--- src/rtl/card_evt_status.sv ---
module card_evt_status #(
  parameter int AW = 4,
  parameter logic [AW-1:0] STAT_ADDR = 4'h1,
  parameter logic [AW-1:0] IEN_ADDR  = 4'h9
) (
  input  logic          clk,
  input  logic          rst_n,
  input  logic [AW-1:0] bus_addr,
  input  logic          bus_wr,
  input  logic [31:0]   bus_wdata,
  output logic [31:0]   bus_rdata,
  input  logic [9:0]    evt_i,
  input  logic [1:0]    wcrc_code_i,
  input  logic          lv_rd_rdy,
  input  logic          lv_wr_rdy,
  input  logic          lv_clk_run,
  output logic          err_any,
  output logic          wcrc_timeout,
  output logic          wcrc_fail,
  output logic          irq_o
);
  localparam logic [31:0] STICKY_MASK = 32'hC000_382F;
  localparam logic [31:0] ERR_MASK    = 32'h0000_002F;
  localparam logic [15:0] IEN_MASK    = 16'hC01F;

  logic [31:0] sticky_q;
  logic [1:0]  code_q;
  logic [15:0] ien_q;
  logic        irq_q;

  logic [31:0] set_vec, clr_vec, view;
  logic [15:0] src;
  logic        stat_wr, ien_wr;

  assign stat_wr = bus_wr && (bus_addr == STAT_ADDR);
  assign ien_wr  = bus_wr && (bus_addr == IEN_ADDR);
  assign clr_vec = stat_wr ? bus_wdata : 32'h0;

  assign set_vec = {evt_i[9], evt_i[8], 16'h0, evt_i[7], evt_i[6], evt_i[5],
                    5'h0, evt_i[4], 1'b0, evt_i[3:0]};

  assign view = sticky_q | {21'h0, code_q, lv_clk_run, lv_rd_rdy, lv_wr_rdy, 6'h0};

  assign src = {view[31], view[30], 9'h0, view[7], view[6],
                view[13], view[12], view[11]};

  always_ff @(posedge clk) begin
    if (!rst_n) begin
      sticky_q <= '0;
      code_q   <= '0;
      ien_q    <= '0;
      irq_q    <= 1'b0;
    end else begin
      sticky_q <= ((sticky_q & ~clr_vec) | set_vec) & STICKY_MASK;
      if (evt_i[2])
        code_q <= wcrc_code_i;
      else if (clr_vec[10] || clr_vec[9])
        code_q <= '0;
      if (ien_wr)
        ien_q <= bus_wdata[15:0] & IEN_MASK;
      irq_q <= |(src & ien_q);
    end
  end

  always_comb begin
    bus_rdata = '0;
    if (bus_addr == STAT_ADDR)
      bus_rdata = view;
    else if (bus_addr == IEN_ADDR)
      bus_rdata = {16'h0, ien_q};
  end

  assign err_any      = |(sticky_q & ERR_MASK);
  assign wcrc_timeout = (code_q == 2'd2);
  assign wcrc_fail    = (code_q == 2'd1) || (code_q == 2'd3);
  assign irq_o        = irq_q;
endmodule


--- config.mk ---
export PLATFORM = sky130hd
export DESIGN_NAME = card_evt_status
export DESIGN_NICKNAME = d
export VERILOG_FILES = /design/src/rtl/card_evt_status.sv
export SDC_FILE = /design/constraint.sdc
export NUM_CORES = 1
export LEC_CHECK = 0
export BUFFER_PORTS_ARGS = -buffer_cell sky130_fd_sc_hd__clkbuf_2
export CAP_MARGIN = 20
export CORE_ASPECT_RATIO = 0.6
export CORE_MARGIN = 5
export CORE_UTILIZATION = 30
export CTS_CLUSTER_SIZE = 12
export DETAILED_ROUTE_END_ITERATION = 16
export MAX_ROUTING_LAYER = met4
export PLACE_DENSITY_LB_ADDON = 0.08
export REMOVE_ABC_BUFFERS = 1
export SYNTH_ARGS = -nofsm -noshare
export SYNTH_HDL_FRONTEND = slang
export SYNTH_SLANG_ARGS = --single-unit
--- constraint.sdc ---
create_clock -name clk -period 1.3 [get_ports clk]
set_clock_uncertainty 0.05 [all_clocks]
set_input_delay 0.195 -clock clk [delete_from_list [all_inputs] [get_ports clk]]
set_output_delay 0.195 -clock clk [all_outputs]
set_load 0.05 [all_outputs]
# [Yosys cells after proc, flatten, opt, wreduce, memory -nomap -nowiden]
# Index checks and enable logic that the tools add are counted.
[classes] eq_ne=5 mux=5 bitwise_logic=5 reduce_logical=7
[op_table] cell="two-way mux 32 bit" n=2
[op_table] cell="AND 32 bit" n=1
[op_table] cell="NOT 32 bit" n=1
[op_table] cell="bitwise OR 32 x 11 -> 32 bit" n=1
[op_table] cell="bitwise OR 32 bit" n=1
[op_table] cell="AND 16 bit" n=1
[op_table] cell="two-way mux 16 bit" n=1
[op_table] cell="OR reduction 16 bit" n=1
[op_table] cell="OR reduction 5 bit" n=1
[op_table] cell="equality test 2 bit (second input constant)" n=2
[op_table] cell="equality test 4 x 1 -> 1 bit (second input constant)" n=1
[op_table] cell="equality test 4 bit (second input constant)" n=1
[op_table] cell="two-way mux 2 bit" n=2
[op_table] cell="equality test 2 x 1 -> 1 bit (second input constant)" n=1
[op_table] cell="logical AND 1 bit" n=2
[op_table] cell="logical OR 1 bit" n=2
[op_table] cell="nonzero test 2 bit" n=1
[totals] ff_bits=42 input_bits=54 out_inout_bits=36 word_cells=27

# [Depth between registers and ports, before layout]
[logic_depth] word_depth=6 ltp_mapped=4

# [Worst setup path after synthesis]
# OpenSTA, ideal clock, no wires.
[synth_timing] kind="input port to output port" start="input bus_addr[1]" end="output bus_rdata[6]" arrival_time_ps=1246 path_slack_ps=-191 path_stages=3 n_path_buf=1 cell_sequence="nor4b_4 > buf_6 > and2_1"
[synth_via] elab_chain_cells=2
[synth_lines] item="from (decl)" line="8" rtl="input logic [AW-1:0] bus_addr,"
[synth_lines] item="equality test 4 x 1 -> 1 bit" line="67" rtl="if (bus_addr == STAT_ADDR)"
[synth_lines] item="two-way mux 32 bit" line="67"
[synth_lines] item="to (decl)" line="11" rtl="output logic [31:0] bus_rdata,"
# Every way passes these cells.

# [Final worst setup path]
[layout_timing] start="input bus_addr[1]" end="output bus_rdata[11]"
# Same word-level chain as after synthesis.

==> run_results.csv <==
group,metric,value,unit
clock_tree,clkTransAtPathRegs,0.08,ns
drt,wl_met2,1.67,mm
placement,portBuffers,58,
synth,yosysWarnings,0,
floorplan,die_height,57.4,um
finish,final.fill_count,338,
clock_tree,cts_hold_buffers,0,
drt,avgRoutedWirePerCell,14.4,um
finish,final_cell_mix,"36 x clkbuf_2, 24 x nand2_1, 18 x dfxtp_1, 14 x and2_4, 14 x conb_1",
sta,timing.final.crit_share,108,%
sta,grt_setup_unrepaired,"yes",
placement,gp_congestion,0.760,
setup_path,cp_slowest_cell,"nor4b_4",
floorplan,die_area,0.00511,mm^2
synth,synth_xor_area_share,0,%
synth,avgSynthCellArea,8.03,um^2
finish,antennaDiodeCount,0,
global_route,grt_pass1_vias,1172,
synth,syn_inst,140,
pwr,totalPowerFinal,1.52,mW
global_route,grt_max_degree,16,
sta,setup_ws,-0.103,ns
sta,clock.fmax,713,MHz
clock_tree,cts_max_level,1,
sta,final_max_slew_viol_count,0,
sta,finalSetupViolations,15,
setup_path,crit_type,"in -> out",
global_route,grt_pass1_wl,5.67,mm
setup_path,crit_path_end_kind,"output port",
clock_tree,cts_buffers,3,
status,outcome,"finished, violations left",
synth,yosys.area_share.simple,26.1,%
flow_run,max-cap-violations,0,
clock_tree,clockBufferDepth,2,
worst_hold_path,min_path_type,"in -> reg",
floorplan,core,0.00364,mm^2
synth,synth_area,0.00112,mm^2
setup_path,crit_family,"buffers and inverters",
finish,final_common_cell,"clkbuf_2",
drt,drcViolationCount,0,
drt,met1Wirelength,1.63,mm
synth,synth_top_family_by_area,"simple AND/OR/NAND/NOR gates",
finish,drive_above_1_share,47.6,%
clock_tree,clk_latency,0.26,ns
finish,design_area,0.00196,mm^2
floorplan,rows,17,
drt,avgViaCountPerCell,4.69,
drt,vias,1186,
synth,synth_cell_type_count,25,
synth,synthAdderAreaFrac,0,%
clock_tree,cts_sinks,20,
finish,final_nets,261,
clock_tree,root_buffer,"clkbuf_8",
synth,muxShareOfSynthArea,6.23,%
placement,placed_cell_area,0.00154,mm^2
pwr,power_density,774,mW/mm^2
pwr,power.leakage,0.978,nW
global_route,track_usage,14.7,%
drt,drt_wl_total,3.66,mm
setup_path,cp_cell_sequence,"buf_8 > nor4b_4 > buf_6 > buf_8 > and2_4 > clkbuf_16",
clock_tree,cts_tree,"yes",
drt,routed-wl-met3,333,um
synth,ys_seq_elements,20,
sta,tns,-1.17,ns
global_route,grt_overflow,0,
sta,period_needed,1.40,ns
setup_path,arrival,1.16,ns
sta,timing_hold_violations_final,0,
finish,fin_util,54.0,%
synth,synth.yosys.seq_area_share,35.6,%
setup_path,critPathLaunchType,"input pin",
synth,yosys-top-cells-area,"dfxtp_1 36%, buf_4 9.3%, nand2_1 8.0%, and2_1 7.8%, mux2i_1 6.2%",
drt,first_pass_iters,4,
synth,yosysTopAreaCell,"dfxtp_1",
status,violations,"setup timing",
setup_path,max_stage_delay,0.27,ns
setup_path,required,1.05,ns
floorplan,start_util,30.9,%
setup_path,cp_max_fo,6,
setup_path,cpMostUsedCell,"buf_8",
global_route,antenna_found_initial,0,
finish,syn2layout_area_growth,74.6,%
drt,postRouteAntennaNets,0,
floorplan,fp.dieW,89.1,um
drt,drtIter0Drc,91,
drt,top_layer_used,"met4",
floorplan,io-pin-count,90,
synth,synth_top_area_share,35.6,%
setup_path,path_buf_inv,4,
placement,place_hpwl,2.52,mm
synth,synth_compound_area_share,17.4,%
pwr,ir_worst_vdd,0.425,mV
-- report_power, final --
part           switching, mW  leakage, nW  total (mW)  internal [mW]
combinational          0.237        0.784       0.373          0.136
sequential            0.0267        0.165       0.670          0.643
clock                  0.207       0.0288       0.476          0.269
total                  0.471        0.978        1.52           1.05
-- worst min-delay path, delay by kind of cell --
family          cells  cell delay, ns
compound gates      1            0.06
simple gates        1            0.06
buf+inv             1            0.08
-- cells by family after synthesis --
| group | count (synthesis) |
|---|---|
| DFF | 20 |
| muxes | 7 |
| and+or+nand+nor | 57 |
| AOI/OAI and AO/OA | 31 |
| other | 1 |
| buffers and inverters | 24 |
-- path summary, 6_finish.rpt --
check	start	to	slack (ns)	cells past startpoint
worst max register to register	ien_q[4]	irq_o	0.31	2
worst max-delay path	bus_addr[1]	bus_rdata[11]	-0.10	6
worst min-delay path	wcrc_code_i[0]	code_q[0]	0.12	3
worst min register to register	ien_q[14]	ien_q[14]	0.43	2
-- sequential cells by signal (all words and copies together) (netlist names) --
| register | cells |
|---|---|
| code_q | 2 |
| ien_q | 7 |
| irq_o | 1 |
| sticky_q | 10 |
-- cells in the mapped netlist --
library cell / instances
a21oi_1: 9
a222oi_1: 1
a22o_2: 4
a22oi_1: 2
a31oi_1: 1
a41oi_1: 1
and2_1: 14
and4bb_1: 1
buf_2: 3
buf_4: 14
buf_6: 2
clkbuf_1: 3
conb_1: 1
dfxtp_1: 20
inv_1: 2
mux2i_1: 7
nand2_1: 24
nand2_4: 1
nand3_1: 4
nor2_1: 10
nor2b_1: 1
nor3_1: 1
nor4b_4: 1
o211a_1: 1
o21ai_0: 12
-- routing by layer --
layer	GRT usage, %	vias up
met5	-	-
met4	1.91	0
met3	3.75	4
met2	23.3	61
met1	19.3	544
li1	-	577
-- area by class of cell --
type                            count  area [um^2]  share of cell area [%]
Clock buffer                        4         55.1                    2.80
Inverter                            2         7.51                   0.382
Multi-Input combinational cell    109          682                    34.7
Sequential cell                    20          403                    20.5
Tap cell                           47         58.8                    2.99
Timing Repair Buffer               71          758                    38.6
-- metrics by stage --
step                worst slack, ns  instances  hold slack [ns]
CTS                          -0.127        252            0.103
global route                 -0.144        253            0.131
detailed placement           -0.200        241            0.378
finish                       -0.103        253            0.121
global placement             -0.190        241            0.372
floorplan                    -0.363        131            0.254
-- timing repair --
action	in CTS	in global routing
endpoints found under the setup margin	19	20
cloned	2	0
buffers inserted	5	1
pin swaps	10	5
gates resized for setup	54	15
Power figures use the tool's default switching activity.
